$ cat src/rtl/cmp_timer_pkg.sv
package cmp_timer_pkg;
  typedef enum logic [1:0] {
    ACT_HOLD = 2'b00,
    ACT_LOW  = 2'b01,
    ACT_HIGH = 2'b10,
    ACT_INV  = 2'b11
  } act_e;

  typedef struct packed {
    logic en;
    logic init;
    act_e act;
  } ch_cfg_t;

  localparam int CFG_W = 4;

  localparam int ADR_CTRL = 0;
  localparam int ADR_CFG  = 1;
  localparam int ADR_CNT  = 2;
  localparam int ADR_FLAG = 3;
  localparam int ADR_CMP0 = 4;

  localparam int CB_RUN    = 0;
  localparam int CB_SWSTOP = 1;
  localparam int CB_CLR    = 2;
  localparam int CB_REMAP  = 3;

  function automatic logic apply_act(act_e a, logic cur);
    case (a)
      ACT_LOW:  return 1'b0;
      ACT_HIGH: return 1'b1;
      ACT_INV:  return ~cur;
      default:  return cur;
    endcase
  endfunction
endpackage

$ cat src/rtl/cmp_timer_counter.sv
module cmp_timer_counter
  import cmp_timer_pkg::*;
#(
  parameter int CW  = 16,
  parameter int NCH = 4
) (
  input  logic                    clk_i,
  input  logic                    rst_ni,
  input  logic                    cnt_en_i,
  input  logic                    clr_mode_i,
  input  logic                    stop_sel_i,
  input  logic                    start_wr_i,
  input  logic                    stop_wr_i,
  input  logic                    cnt_wr_i,
  input  logic [CW-1:0]           cnt_wdata_i,
  input  logic [NCH-1:0][CW-1:0]  cmp_i,
  output logic [CW-1:0]           cnt_o,
  output logic                    run_o,
  output logic [NCH-1:0]          ev_o,
  output logic                    ovf_o,
  output logic                    start_pulse_o
);
  logic [CW-1:0] cnt_q, cnt_d;
  logic          run_q, run_d;
  logic          step;

  assign step = run_q & cnt_en_i;

  for (genvar i = 0; i < NCH; i++) begin : g_cmp
    assign ev_o[i] = step & (cnt_q == cmp_i[i]);
  end

  assign ovf_o         = step & (&cnt_q);
  assign start_pulse_o = start_wr_i & ~run_q;

  always_comb begin
    cnt_d = cnt_q;
    if (cnt_wr_i)                  cnt_d = cnt_wdata_i;
    else if (step) begin
      if (clr_mode_i && ev_o[0])   cnt_d = '0;
      else                         cnt_d = cnt_q + CW'(1);
    end
  end

  always_comb begin
    run_d = run_q;
    if (start_wr_i)                          run_d = 1'b1;
    else if (stop_wr_i)                      run_d = 1'b0;
    else if (ev_o[0] && !stop_sel_i)         run_d = 1'b0;  // one-shot stop
  end

  always_ff @(posedge clk_i or negedge rst_ni) begin
    if (!rst_ni) begin
      cnt_q <= '0;
      run_q <= 1'b0;
    end else begin
      cnt_q <= cnt_d;
      run_q <= run_d;
    end
  end

  assign cnt_o = cnt_q;
  assign run_o = run_q;
endmodule

$ cat src/rtl/cmp_timer_pin.sv
module cmp_timer_pin
  import cmp_timer_pkg::*;
(
  input  logic clk_i,
  input  logic rst_ni,
  input  logic start_pulse_i,
  input  logic init_i,
  input  logic own_ev_i,
  input  act_e own_act_i,
  input  logic alt_sel_i,
  input  logic alt_ev_i,
  input  act_e alt_act_i,
  output logic level_o
);
  logic lvl_q, lvl_d;

  always_comb begin
    lvl_d = lvl_q;
    if (start_pulse_i)              lvl_d = init_i;
    else if (alt_sel_i && alt_ev_i) lvl_d = apply_act(alt_act_i, lvl_q);
    else if (own_ev_i)              lvl_d = apply_act(own_act_i, lvl_q);
  end

  always_ff @(posedge clk_i or negedge rst_ni) begin
    if (!rst_ni) lvl_q <= 1'b0;
    else         lvl_q <= lvl_d;
  end

  assign level_o = lvl_q;
endmodule

$ cat src/rtl/cmp_timer_regs.sv
module cmp_timer_regs
  import cmp_timer_pkg::*;
#(
  parameter int CW  = 16,
  parameter int NCH = 4,
  parameter int AW  = 3
) (
  input  logic                    clk_i,
  input  logic                    rst_ni,
  input  logic                    we_i,
  input  logic [AW-1:0]           addr_i,
  input  logic [CW-1:0]           wdata_i,
  input  logic                    run_i,
  input  logic [CW-1:0]           cnt_i,
  input  logic [NCH-1:0]          ev_i,
  input  logic                    ovf_i,
  output ch_cfg_t [NCH-1:0]       cfg_o,
  output logic [NCH-1:0][CW-1:0]  cmp_o,
  output logic                    stop_sel_o,
  output logic                    clr_mode_o,
  output logic                    remap_o,
  output logic                    ctrl_wr_o,
  output logic                    start_wr_o,
  output logic                    stop_wr_o,
  output logic                    cnt_wr_o,
  output logic                    cfg_wr_o,
  output logic                    flag_wr_o,
  output logic [NCH:0]            flags_o,
  output logic [CW-1:0]           rdata_o
);
  localparam int FW = NCH + 1;

  ch_cfg_t [NCH-1:0]      cfg_q;
  logic [NCH-1:0][CW-1:0] cmp_q;
  logic                   stop_sel_q, clr_mode_q, remap_q;
  logic [FW-1:0]          flags_q, clr_mask;

  assign ctrl_wr_o  = we_i & (addr_i == AW'(ADR_CTRL));
  assign cfg_wr_o   = we_i & (addr_i == AW'(ADR_CFG));
  assign cnt_wr_o   = we_i & (addr_i == AW'(ADR_CNT));
  assign flag_wr_o  = we_i & (addr_i == AW'(ADR_FLAG));
  assign start_wr_o = ctrl_wr_o & wdata_i[CB_RUN];
  assign stop_wr_o  = ctrl_wr_o & ~wdata_i[CB_RUN] & wdata_i[CB_SWSTOP];
  assign clr_mask   = flag_wr_o ? wdata_i[FW-1:0] : '0;

  always_ff @(posedge clk_i or negedge rst_ni) begin
    if (!rst_ni) begin
      stop_sel_q <= 1'b0;
      clr_mode_q <= 1'b0;
      remap_q    <= 1'b0;
      flags_q    <= '0;
    end else begin
      if (ctrl_wr_o) begin
        stop_sel_q <= wdata_i[CB_SWSTOP];
        clr_mode_q <= wdata_i[CB_CLR];
        remap_q    <= wdata_i[CB_REMAP];
      end
      flags_q <= (flags_q & ~clr_mask) | {ovf_i, ev_i};  // set wins
    end
  end

  for (genvar i = 0; i < NCH; i++) begin : g_ch
    always_ff @(posedge clk_i or negedge rst_ni) begin
      if (!rst_ni) begin
        cfg_q[i] <= '0;
        cmp_q[i] <= '0;
      end else begin
        if (cfg_wr_o) cfg_q[i] <= wdata_i[CFG_W*i +: CFG_W];
        if (we_i && addr_i == AW'(ADR_CMP0 + i)) cmp_q[i] <= wdata_i;
      end
    end
  end

  always_comb begin
    rdata_o = '0;
    if (addr_i == AW'(ADR_CTRL)) begin
      rdata_o[CB_RUN]    = run_i;
      rdata_o[CB_SWSTOP] = stop_sel_q;
      rdata_o[CB_CLR]    = clr_mode_q;
      rdata_o[CB_REMAP]  = remap_q;
    end else if (addr_i == AW'(ADR_CFG)) begin
      for (int i = 0; i < NCH; i++) rdata_o[CFG_W*i +: CFG_W] = cfg_q[i];
    end else if (addr_i == AW'(ADR_CNT)) begin
      rdata_o = cnt_i;
    end else if (addr_i == AW'(ADR_FLAG)) begin
      rdata_o[FW-1:0] = flags_q;
    end else begin
      for (int i = 0; i < NCH; i++)
        if (addr_i == AW'(ADR_CMP0 + i)) rdata_o = cmp_q[i];
    end
  end

  assign cfg_o      = cfg_q;
  assign cmp_o      = cmp_q;
  assign stop_sel_o = stop_sel_q;
  assign clr_mode_o = clr_mode_q;
  assign remap_o    = remap_q;
  assign flags_o    = flags_q;
endmodule

$ cat src/rtl/cmp_timer.sv
module cmp_timer
  import cmp_timer_pkg::*;
#(
  parameter int CW  = 16,
  parameter int NCH = 4,
  parameter int AW  = 3
) (
  input  logic           clk_i,
  input  logic           rst_ni,
  input  logic           cnt_en_i,
  input  logic           reg_we_i,
  input  logic [AW-1:0]  reg_addr_i,
  input  logic [CW-1:0]  reg_wdata_i,
  output logic [CW-1:0]  reg_rdata_o,
  output logic [NCH-1:0] pin_o,
  output logic           irq_o
);
  localparam int HALF = NCH / 2;

  ch_cfg_t [NCH-1:0]      cfg;
  logic [NCH-1:0][CW-1:0] cmp;
  logic [CW-1:0]          cnt;
  logic [NCH-1:0]         ev, lvl;
  logic [NCH:0]           flags;
  logic run, ovf, start_pulse;
  logic stop_sel, clr_mode, remap;
  logic ctrl_wr, start_wr, stop_wr, cnt_wr, cfg_wr, flag_wr;

  cmp_timer_regs #(.CW(CW), .NCH(NCH), .AW(AW)) u_regs (
    .clk_i, .rst_ni,
    .we_i(reg_we_i), .addr_i(reg_addr_i), .wdata_i(reg_wdata_i),
    .run_i(run), .cnt_i(cnt), .ev_i(ev), .ovf_i(ovf),
    .cfg_o(cfg), .cmp_o(cmp),
    .stop_sel_o(stop_sel), .clr_mode_o(clr_mode), .remap_o(remap),
    .ctrl_wr_o(ctrl_wr), .start_wr_o(start_wr), .stop_wr_o(stop_wr),
    .cnt_wr_o(cnt_wr), .cfg_wr_o(cfg_wr), .flag_wr_o(flag_wr),
    .flags_o(flags), .rdata_o(reg_rdata_o)
  );

  cmp_timer_counter #(.CW(CW), .NCH(NCH)) u_cnt (
    .clk_i, .rst_ni, .cnt_en_i,
    .clr_mode_i(clr_mode), .stop_sel_i(stop_sel),
    .start_wr_i(start_wr), .stop_wr_i(stop_wr),
    .cnt_wr_i(cnt_wr), .cnt_wdata_i(reg_wdata_i),
    .cmp_i(cmp), .cnt_o(cnt), .run_o(run),
    .ev_o(ev), .ovf_o(ovf), .start_pulse_o(start_pulse)
  );

  for (genvar i = 0; i < NCH; i++) begin : g_pin
    if (i < HALF) begin : g_pair
      cmp_timer_pin u_pin (
        .clk_i, .rst_ni, .start_pulse_i(start_pulse),
        .init_i(cfg[i].init), .own_ev_i(ev[i]), .own_act_i(cfg[i].act),
        .alt_sel_i(remap), .alt_ev_i(ev[i+HALF]), .alt_act_i(cfg[i+HALF].act),
        .level_o(lvl[i])
      );
      assign pin_o[i] = cfg[i].en & lvl[i];
    end else begin : g_solo
      cmp_timer_pin u_pin (
        .clk_i, .rst_ni, .start_pulse_i(start_pulse),
        .init_i(cfg[i].init), .own_ev_i(ev[i]), .own_act_i(cfg[i].act),
        .alt_sel_i(1'b0), .alt_ev_i(1'b0), .alt_act_i(ACT_HOLD),
        .level_o(lvl[i])
      );
      assign pin_o[i] = cfg[i].en & lvl[i] & ~remap;  // taken over by remap
    end
  end

  assign irq_o = |flags;
endmodule

$ cat config.mk
export PLATFORM = sky130hd
export DESIGN_NAME = cmp_timer
export DESIGN_NICKNAME = d
export VERILOG_FILES = /design/src/rtl/cmp_timer_pkg.sv /design/src/rtl/cmp_timer_counter.sv /design/src/rtl/cmp_timer_pin.sv /design/src/rtl/cmp_timer_regs.sv /design/src/rtl/cmp_timer.sv
export SDC_FILE = /design/constraint.sdc
export NUM_CORES = 1
export LEC_CHECK = 0
export BUFFER_PORTS_ARGS = -buffer_cell sky130_fd_sc_hd__buf_4
export CAP_MARGIN = 5
export CORE_MARGIN = 4
export CORE_UTILIZATION = 55
export DETAILED_ROUTE_END_ITERATION = 12
export PLACE_DENSITY_LB_ADDON = 0.15
export SLEW_MARGIN = 20
export SYNTH_ARGS = -nofsm -noshare
export SYNTH_HDL_FRONTEND = slang
export SYNTH_SLANG_ARGS = --single-unit
$ cat constraint.sdc
create_clock -name clk_i -period 2 [get_ports clk_i]
set_input_delay 0.4 -clock clk_i [delete_from_list [all_inputs] [get_ports clk_i]]
set_output_delay 0.4 -clock clk_i [all_outputs]
set_load 0.05 [all_outputs]
==> metrics.cfg, run 1 <==
[status]
status=finished, violations left
failed_checks=setup timing

[detailed_routing]
vias=6598
drc_errors=0
post_drt_via_cell_ratio=6.77
drt_iter0_markers=790
wl_per_cell_um=27.3
firstDrtPassIters=6
drtAntennaViolNets=0
drt_wl_total_um=26600

[timing]
hold_violations=0
skew_ns=0.00702
rsz0062_at_grt=true
timing.final.ws_setup_ns=-0.317
slew_viol_final=0
finalSetupViolations=36
tightest_slew_ns=0.736
fin_crit_sh_pct=116
max_freq_ghz=0.432
relSlewSlack_pct=50.8
period_minus_slack_ns=2.32

[finish]
drive_gt1_share_pct=54.7
antenna_cells=0
final_area_um2=9790
final_cell_mix=144 x buf_4, 90 x dfrtp_1, 77 x mux2_2
fill_cells=607
final_common_cell=buf_4
syn2layout_area_growth_pct=47.9
nets=853

[floorplanning]
dieArea_um2=13900
core.rowCount=39
die_y_um=118
num_io_pins=44
die_width_um=118
fp.coreArea_um2=11600
start_util_pct=57.0

[worst_setup_path]
critPathTopFamily=buffers and inverters
path_cells=buf_6 -> buf_6 -> a21oi_2 -> nor2_2 -> a221oi_2 -> buf_4 -> a221oi_4 -> buf_6
r2r_slack_ns=-0.28
worstSetupPathType=flip-flop to output pin
reg2reg_to=u_cnt.cnt_o[10]
critPathArrivalTime_ns=1.92
r2r-start=u_cnt.cnt_o[5]
critPathBufInv=4
crit_path_top_delay_cell=dfrtp_2
max_stage_delay_ns=0.44
reg2regPathDepth=10
cpMostUsedCell=buf_6
cp_max_fo=3
start_kind=flip-flop
end_kind=output pin
required_ns=1.60

[yosys]
synth_cells=648
synth_fp_nets=674
synth.distinct_cells=60
syn-cell-area_um2=6620
ys_warn_count=0
synth_seq_cells=109
async_flop_share_pct=100
synth_edf_count=0
syn-mean-instance-area_um2=10.2
seq_area_frac_synth_pct=41.2
synth_ff_type=dfrtp_1

[global_route]
grt_pass1_wl_um=37600
grt_max_degree=51
grt_use_total_pct=35.5
antenna_found_initial=0
grt_pass1_vias=6349
gr-total-overflow=0

[cts]
cts_tree=yes
clock_sinks=109
clk_latency_ns=0.37
path_clk_slew_ns=0.08
cts_root_buf=clkbuf_16
cts_max_level=3
cts_buffer_depth=2
cts_buffers=9

[place]
place_congestion=1.02
io_buffers=43
placed_area_um2=8020
dp_hpwl_um=16900

[flow_run]
maxCapViolCount=0

[min_path]
whs_path_depth=3
hold_path_end=u_regs.cfg_o[9]
min_from=reg_wdata_i[9]
hp-class=input pin to flip-flop

[pwr]
vdd_drop_max_uv=947
power_mw=11.5
p_per_area_nw_per_um2=1180
p_leak_nw=4.25

-- kinds of logic (layout without fill, tap and decap cells) --
group,after synthesis,count (layout),share of synthesized area (%)
buffers and inverters,61,245,5.88
multiplexers,91,91,15.4
AND/OR/NAND/NOR,213,213,16.9
flip-flops,109,109,41.2
AO/OA/AOI/OAI,106,106,11.4
adder cells (fa/ha/maj),3,3,0.567
XOR/XNOR,65,65,8.60
-- Yosys cell counts (4+ instances only) --
master | number | area, um2
dfrtp_1 | 109 | 2730
mux2_2 | 78 | 878
nand2_1 | 54 | 203
xor2_1 | 44 | 385
nand3_1 | 35 | 175
nor2_1 | 32 | 120
a221oi_1 | 24 | 210
clkbuf_1 | 24 | 90.1
xnor2_1 | 21 | 184
o21ai_0 | 20 | 100
nand4_1 | 18 | 113
nand2b_1 | 15 | 93.8
a22oi_1 | 14 | 105
a21oi_1 | 13 | 65.1
mux2i_1 | 12 | 120
nor3_1 | 12 | 60.1
nor4_1 | 12 | 75.1
o22ai_1 | 12 | 75.1
clkbuf_8 | 9 | 124
inv_1 | 9 | 33.8
buf_6 | 7 | 78.8
buf_1 | 6 | 22.5
o211ai_1 | 6 | 45.0
buf_2 | 5 | 25.0
a221o_1 | 4 | 40.0
and3_1 | 4 | 25.0
-- worst min-delay path, delay by kind of cell --
kind,cells,cell delay [ns]
buffers and inverters,1,0.14
AO/OA/AOI/OAI,1,0.07
AND/OR/NAND/NOR,1,0.05
-- per-stage QoR --
stage | std cells | setup TNS [ns] | hold WS (ns) | setup WS [ns] | util, %
final | 975 | -4.90 | 0.332 | -0.317 | 84.3
after global routing | 975 | -7.40 | 0.349 | -0.379 | 84.3
after CTS | 956 | -2.52 | 0.322 | -0.268 | 79.6
after detailed placement | 904 | -4.11 | 0.322 | -0.348 | 69.1
after global placement | 904 | -2.74 | 0.319 | -0.220 | 69.1
after floorplan | 648 | -0.00358 | 0.104 | -0.00119 | -
-- state kept, by name (all words and copies together) (netlist names) --
name / flops
g_pin.g_pair.u_pin.level_o: 2
g_pin.g_solo.u_pin.level_o: 2
u_cnt.cnt_o: 16
u_cnt.run_o: 1
u_regs.cfg_o: 16
u_regs.clr_mode_o: 1
u_regs.cmp_o: 64
u_regs.flags_o: 5
u_regs.remap_o: 1
u_regs.stop_sel_o: 1
-- repair_timing --
action / in CTS / in global routing
endpoints found under the hold margin: 20 / 0
buffers inserted: 34 / 26
setup endpoints to repair: 39 / 39
hold buffers: 1 / 0
cloned: 3 / 0
gates resized for setup: 139 / 70
pin swaps: 54 / 49
-- routing by layer --
| layer | up-vias | wire length [um] | share of wire [%] | GRT usage, % |
|---|---|---|---|---|
| met1 | 3269 | 10400 | 39 | 47.4 |
| li1 | 2727 | - | - | - |
| met3 | 140 | 2500 | 9.4 | 7.59 |
| met4 | 0 | 1360 | 5.1 | 14.8 |
| met2 | 462 | 12300 | 46 | 56.2 |
| met5 | - | 0 | 0 | 0 |
-- cell type report --
type                    count  area [um2]  share of cell area (%)
clock buffers              10         239                    2.44
clock inverters             6        70.1                   0.716
inverters                   9        33.8                   0.345
multi-input cells         478        4380                    44.8
flip-flops and latches    109        2750                    28.1
well taps                 143         179                    1.83
repair buffers            220        2130                    21.8
-- report_power, final --
group          switching, mW  internal [mW]  total, mW
sequential             0.825           2.76       3.59
combinational           2.96           3.07       6.03
clock                  0.912           1.01       1.93
total                   4.69           6.85       11.5
-- how the worst max path moves through the flow --
stage | startpoint | endpoint | slack [ns] | cells past startpoint
floorplan | reg_addr_i[2] | reg_rdata_o[12] | -0.001 | 4
global placement | u_cnt.cnt_o[3] | g_pin[1].g_pair.u_pin.level_o | -0.22 | 8
detailed placement | u_cnt.cnt_o[3] | g_pin[1].g_pair.u_pin.level_o | -0.35 | 8
CTS | u_cnt.cnt_o[14] | reg_rdata_o[14] | -0.27 | 8
global route | u_cnt.cnt_o[5] | u_cnt.cnt_o[10] | -0.38 | 10
finish | u_cnt.cnt_o[14] | reg_rdata_o[14] | -0.32 | 8
(Power assumes the default switching activity.)
==> run 2: changes to the inputs <==
==> constraint.sdc (replaced) <==
create_clock -name clk_i -period 2 [get_ports clk_i]
set_input_delay 0.3 -clock clk_i [delete_from_list [all_inputs] [get_ports clk_i]]
set_output_delay 0.3 -clock clk_i [all_outputs]
set_load 0.05 [all_outputs]
==> metrics.cfg, run 2 (same netlist as run 1, synthesis figures left out) <==
[floorplanning]
die_width_um=118  ; unchanged
dieArea_um2=13900  ; unchanged
start_util_pct=57.0  ; unchanged
fp.coreArea_um2=11600  ; unchanged
core.rowCount=39  ; unchanged
num_io_pins=44  ; unchanged
die_y_um=118  ; unchanged

[timing]
rsz0062_at_grt=true
hold_violations=0  ; unchanged
relSlewSlack_pct=49.9  ; -0.85 points
max_freq_ghz=0.474  ; +9.7%
finalSetupViolations=23  ; -36%
tightest_slew_ns=0.749  ; +0.0128 ns
period_minus_slack_ns=2.11  ; -0.206 ns
skew_ns=0.00904  ; +0.00203 ns
slew_viol_final=0  ; unchanged
fin_crit_sh_pct=106  ; -10 points
timing.final.ws_setup_ns=-0.112  ; +0.206 ns

[worst_setup_path]
worstSetupPathType=flip-flop to flip-flop
cp_max_fo=4  ; +1
critPathArrivalTime_ns=2.36  ; +0.44 ns
end_kind=flip-flop
required_ns=2.25  ; +0.65 ns
r2r-start=u_cnt.cnt_o[11]
start_kind=flip-flop
cp-startpoint=u_cnt.cnt_o[11]

[detailed_routing]
drt_wl_total_um=22300  ; -16%
drt_iter0_markers=823  ; +4.2%
drtAntennaViolNets=0  ; unchanged
firstDrtPassIters=5  ; -1
wl_per_cell_um=24.0  ; -12%
vias=6024  ; -8.7%
post_drt_via_cell_ratio=6.49  ; -4.1%
drc_errors=0  ; unchanged

[global_route]
gr-total-overflow=0  ; unchanged
grt_max_degree=59  ; +16%
grt_pass1_vias=5717  ; -10%
grt_pass1_wl_um=33500  ; -11%
antenna_found_initial=0  ; unchanged
grt_use_total_pct=31.3  ; -4.2 points

[finish]
final_common_cell=buf_4
nets=807  ; -5.4%
antenna_cells=0  ; unchanged
final_cells=928  ; -4.8%
syn2layout_area_growth_pct=36.3
final_area_um2=9020  ; -7.8%
final_cell_mix=130 x buf_4, 92 x dfrtp_1, 78 x mux2_2
largest_reg_flops=64  ; unchanged
drive_gt1_share_pct=49.4  ; -5.3 points

[min_path]
min_from=reg_wdata_i[12]
hp-class=input pin to flip-flop

[place]
place_congestion=0.956  ; -6.5%
dp.cells=887  ; -1.9%
dp_hpwl_um=15800  ; -6.5%
io_buffers=43  ; unchanged
placed_area_um2=7820  ; -2.5%

[pwr]
p_leak_nw=3.87  ; -8.9%
vdd_drop_max_uv=852  ; -10%
p_per_area_nw_per_um2=1130  ; -4.4%
clkPwrFrac_pct=17.0  ; +0.3 points
p_int_mw=6.02  ; -12%
power_switching_share_pct=40.8  ; +0.087 points
power.switching_mw=4.14  ; -12%
p_comb_share_pct=47.7  ; -4.5 points
seqPwrFrac_pct=35.2  ; +4.1 points

[cts]
cts_buffers=9  ; unchanged
path_clk_slew_ns=0.08  ; about the same
cts_buffer_depth=2  ; unchanged
cts_tree=yes
clock_sinks=109  ; unchanged
clk_latency_ns=0.37  ; about the same
cts_root_buf=clkbuf_16
cts_max_level=3  ; unchanged

[status]
status=finished, violations left
failed_checks=setup timing

[flow_run]
maxCapViolCount=0  ; unchanged

run 2: path summary, 6_finish.rpt:
path,end,slack [ns],depth (start not counted)
max in group asynchronous,u_cnt.cnt_o[3],0.94,3
hold / removal,u_regs.cfg_o[12],0.22,3
hold reg to reg,u_regs.flags_o[4],0.51,2
setup / recovery,g_pin[3].g_solo.u_pin.level_o,-0.11,8
setup reg to reg,g_pin[3].g_solo.u_pin.level_o,-0.11,8
min in group asynchronous,u_cnt.cnt_o[6],0.46,2
run 2: per-stage QoR:
step           power, mW  worst slack, ns  setup TNS [ns]  hold WS, ns  utilization (%)
5_1_grt             10.6           -0.202           -3.01        0.234             77.7
4_1_cts             9.52          -0.0382          -0.171        0.211             73.6
2_1_floorplan       5.85           0.0506               0      0.00441                -
3_5_place_dp        7.27           -0.225           -1.66        0.311             67.4
6_report            10.2           -0.112           -1.34        0.218             77.7
3_3_place_gp        7.23           -0.218           -1.30        0.308             67.4
run 2: routing by layer:
metal	GRT usage (%)	wire length, um
met4	9.23	597
met1	43.5	9220
met5	0	0
met3	7.26	1730
met2	49.0	10700
run 2: area by class of cell:
| type | instances | area [um2] |
|---|---|---|
| Multi-Input combinational cell | 478 | 4250 |
| Sequential cell | 109 | 2750 |
| Fill cell | 771 | 2590 |
| Timing Repair Buffer | 174 | 1540 |
| Clock buffer | 10 | 239 |
| Tap cell | 143 | 179 |
| Clock inverter | 5 | 37.5 |
| Inverter | 9 | 33.8 |
run 2: power groups by stage:
stage | Combinational [mW] | Sequential (mW) | Clock, mW
floorplan | 2.76 | 3.09 | 0
global placement | 3.72 | 3.51 | 0
detailed placement | 3.75 | 3.52 | 0
CTS | 4.27 | 3.51 | 1.75
global route | 5.08 | 3.65 | 1.83
finish | 4.85 | 3.58 | 1.73
run 2: critical path: stages (launching register included):
cell     delay, ns
dfrtp_2       0.44
buf_6         0.15
xor2_4        0.19
nor4_2        0.33
nand3_1       0.16
nor4_2        0.23
buf_4         0.18
and4b_1       0.21
o41ai_2       0.07
run 2: repair_timing:
action	CTS	global route
hold endpoints to repair	35	0
buffers inserted	20	12
resized for setup	77	76
endpoints found under the setup margin	35	36
cloned	1	1
hold buffers	1	0
pin swaps	26	38
==> run 3: changes to the inputs <==
--- a/config.mk
+++ b/config.mk
@@ -11,6 +11,7 @@
 export CORE_UTILIZATION = 55
 export DETAILED_ROUTE_END_ITERATION = 12
 export PLACE_DENSITY_LB_ADDON = 0.15
+export REMOVE_ABC_BUFFERS = 1
 export SLEW_MARGIN = 20
 export SYNTH_ARGS = -nofsm -noshare
 export SYNTH_HDL_FRONTEND = slang
==> metrics.cfg, run 3 (same netlist as run 1, synthesis figures left out) <==
[status]
status=finished, violations left
failed_checks=setup timing

[detailed_routing]
post_drt_via_cell_ratio=6.54  ; +0.72%
drt_wl_total_um=22800  ; +2.4%
drc_errors=0  ; unchanged
drtAntennaViolNets=0  ; unchanged
drt_iter0_markers=528  ; -36%
vias=6028  ; +0.066%
firstDrtPassIters=7  ; +2
wl_per_cell_um=24.7  ; +3.1%

[timing]
rsz0062_at_grt=true
hold_violations=0  ; unchanged
holdWs_ns=0.198  ; -0.0195 ns
finalSetupViolations=18  ; -22%
final.setup.tns_ns=-0.534  ; +0.803 ns
slew_viol_final=0  ; unchanged
timing.final.ws_setup_ns=-0.0740  ; +0.0379 ns
period_minus_slack_ns=2.07  ; -0.0379 ns
max_freq_ghz=0.482  ; +1.8%
fin_crit_sh_pct=104  ; -1.9 points
skew_ns=0.00681  ; -0.00224 ns
tightest_slew_ns=0.635  ; -0.114 ns
relSlewSlack_pct=57.6  ; +7.7 points

[min_path]
min_from=reg_wdata_i[12]
hp-class=input pin to flip-flop
whs_path_depth=3  ; unchanged
hold_path_end=u_regs.cfg_o[12]

[floorplanning]
start_util_pct=57.0  ; unchanged
dieArea_um2=13900  ; unchanged
num_io_pins=44  ; unchanged
core.rowCount=39  ; unchanged
die_width_um=118  ; unchanged
fp.coreArea_um2=11600  ; unchanged
die_y_um=118  ; unchanged

[finish]
final_common_cell=buf_4
final_cells=922  ; -0.65%
largest_reg_flops=64  ; unchanged
drive_gt1_share_pct=46.2  ; -3.2 points
antenna_cells=0  ; unchanged
nets=800  ; -0.87%
syn2layout_area_growth_pct=32.5
utilization_pct=75.5  ; -2.2 points
final_cell_mix=125 x buf_4, 95 x dfrtp_1, 77 x mux2_2

[pwr]
seqPwrFrac_pct=35.2  ; about the same
clkPwrFrac_pct=18.4  ; +1.4 points
p_per_area_nw_per_um2=1150  ; +2.5%
p_int_mw=6.04  ; +0.27%
power_switching_share_pct=40.4  ; -0.40 points
p_leak_nw=3.81  ; -1.8%
power.switching_mw=4.09  ; -1.4%
vdd_drop_max_uv=724  ; -15%
p_comb_share_pct=46.5  ; -1.2 points

[place]
io_buffers=43  ; unchanged
place_congestion=0.975  ; +2.0%
pre_cts_ws_ns=-0.281  ; -0.0556 ns
dp.cells=884  ; -0.34%
dp_hpwl_um=16200  ; +2.5%

[flow_run]
maxCapViolCount=0  ; unchanged

[worst_setup_path]
reg2regPathDepth=8  ; unchanged
worstSetupPathType=flip-flop to flip-flop
end_kind=flip-flop
r2r-start=u_cnt.cnt_o[2]
r2r_slack_ns=-0.07  ; +0.04 ns
critPathArrivalTime_ns=2.36  ; about the same
required_ns=2.29  ; +0.04 ns
reg2reg_to=g_pin[1].g_pair.u_pin.level_o
start_kind=flip-flop
cp_max_fo=5  ; +1
cp-startpoint=u_cnt.cnt_o[2]

[global_route]
grt_pass1_vias=5915  ; +3.5%
grt_use_total_pct=32.4  ; +1.1 points
grt_max_degree=50  ; -15%
antenna_found_initial=0  ; unchanged
gr-total-overflow=0  ; unchanged
grt_pass1_wl_um=34500  ; +2.8%

[cts]
path_clk_slew_ns=0.08  ; about the same
clk_latency_ns=0.36  ; about the same
cts_max_level=3  ; unchanged
cts_buffers=9  ; unchanged
cts_tree=yes
clock_sinks=109  ; unchanged
cts_root_buf=clkbuf_16
cts_buffer_depth=2  ; unchanged

run 3: worst max-delay path by stage:
stage | endpoint | slack [ns] | cells after the start
after CTS | g_pin[0].g_pair.u_pin.level_o | -0.06 | 7
after detailed placement | g_pin[0].g_pair.u_pin.level_o | -0.28 | 6
after global placement | g_pin[2].g_solo.u_pin.level_o | -0.30 | 6
after global routing | u_cnt.cnt_o[2] | -0.13 | 9
final | g_pin[1].g_pair.u_pin.level_o | -0.07 | 8
after floorplan | reg_rdata_o[10] | -0.59 | 3
run 3: cell type report:
cell class | instances | area [um2]
Multi-Input combinational cell | 478 | 3990
Tap cell | 143 | 179
Inverter | 9 | 33.8
Timing Repair Buffer | 167 | 1530
Clock buffer | 9 | 225
Clock inverter | 7 | 73.8
Sequential cell | 109 | 2750
Fill cell | 831 | 2840
run 3: critical path, stage by stage, from the launching register on:
cell and delay [ns]:
dfrtp_2 0.47, buf_4 0.18, xor2_4 0.23, nor2_1 0.07
and4_2 0.24, buf_4 0.15, and3_1 0.16, or3b_1 0.35
a31oi_1 0.16
run 3: per-stage QoR:
step                area, um2  power, mW
floorplan                6260       5.34
global placement         7650       7.16
detailed placement       7650       7.23
CTS                      8320       9.61
global route             8770       10.5
finish                   8770       10.1
run 3: repair_timing:
item                                    4_1_cts  5_1_grt
hold buffers                                  1        0
endpoints found under the hold margin        39        0
endpoints found under the setup margin       36       33
resized for setup                            58       76
pin swaps                                    27       34
cloned                                        0        2
setup buffers                                20        1
run 3: power by group through the flow:
stage | clock [mW] | combinational (mW) | sequential (mW)
after global routing | 1.94 | 4.97 | 3.63
after detailed placement | 0 | 3.70 | 3.52
after CTS | 1.87 | 4.25 | 3.50
after floorplan | 0 | 1.94 | 3.40
final | 1.86 | 4.70 | 3.56
after global placement | 0 | 3.67 | 3.50
run 3: per-layer routing:
layer	part of all wire (%)	vias to the layer above	GRT usage, %
met2	47	306	51.8
met1	41	3035	44.0
met4	4.1	0	11.1
li1	-	2615	-
met3	7.6	72	6.78
met5	0	-	0
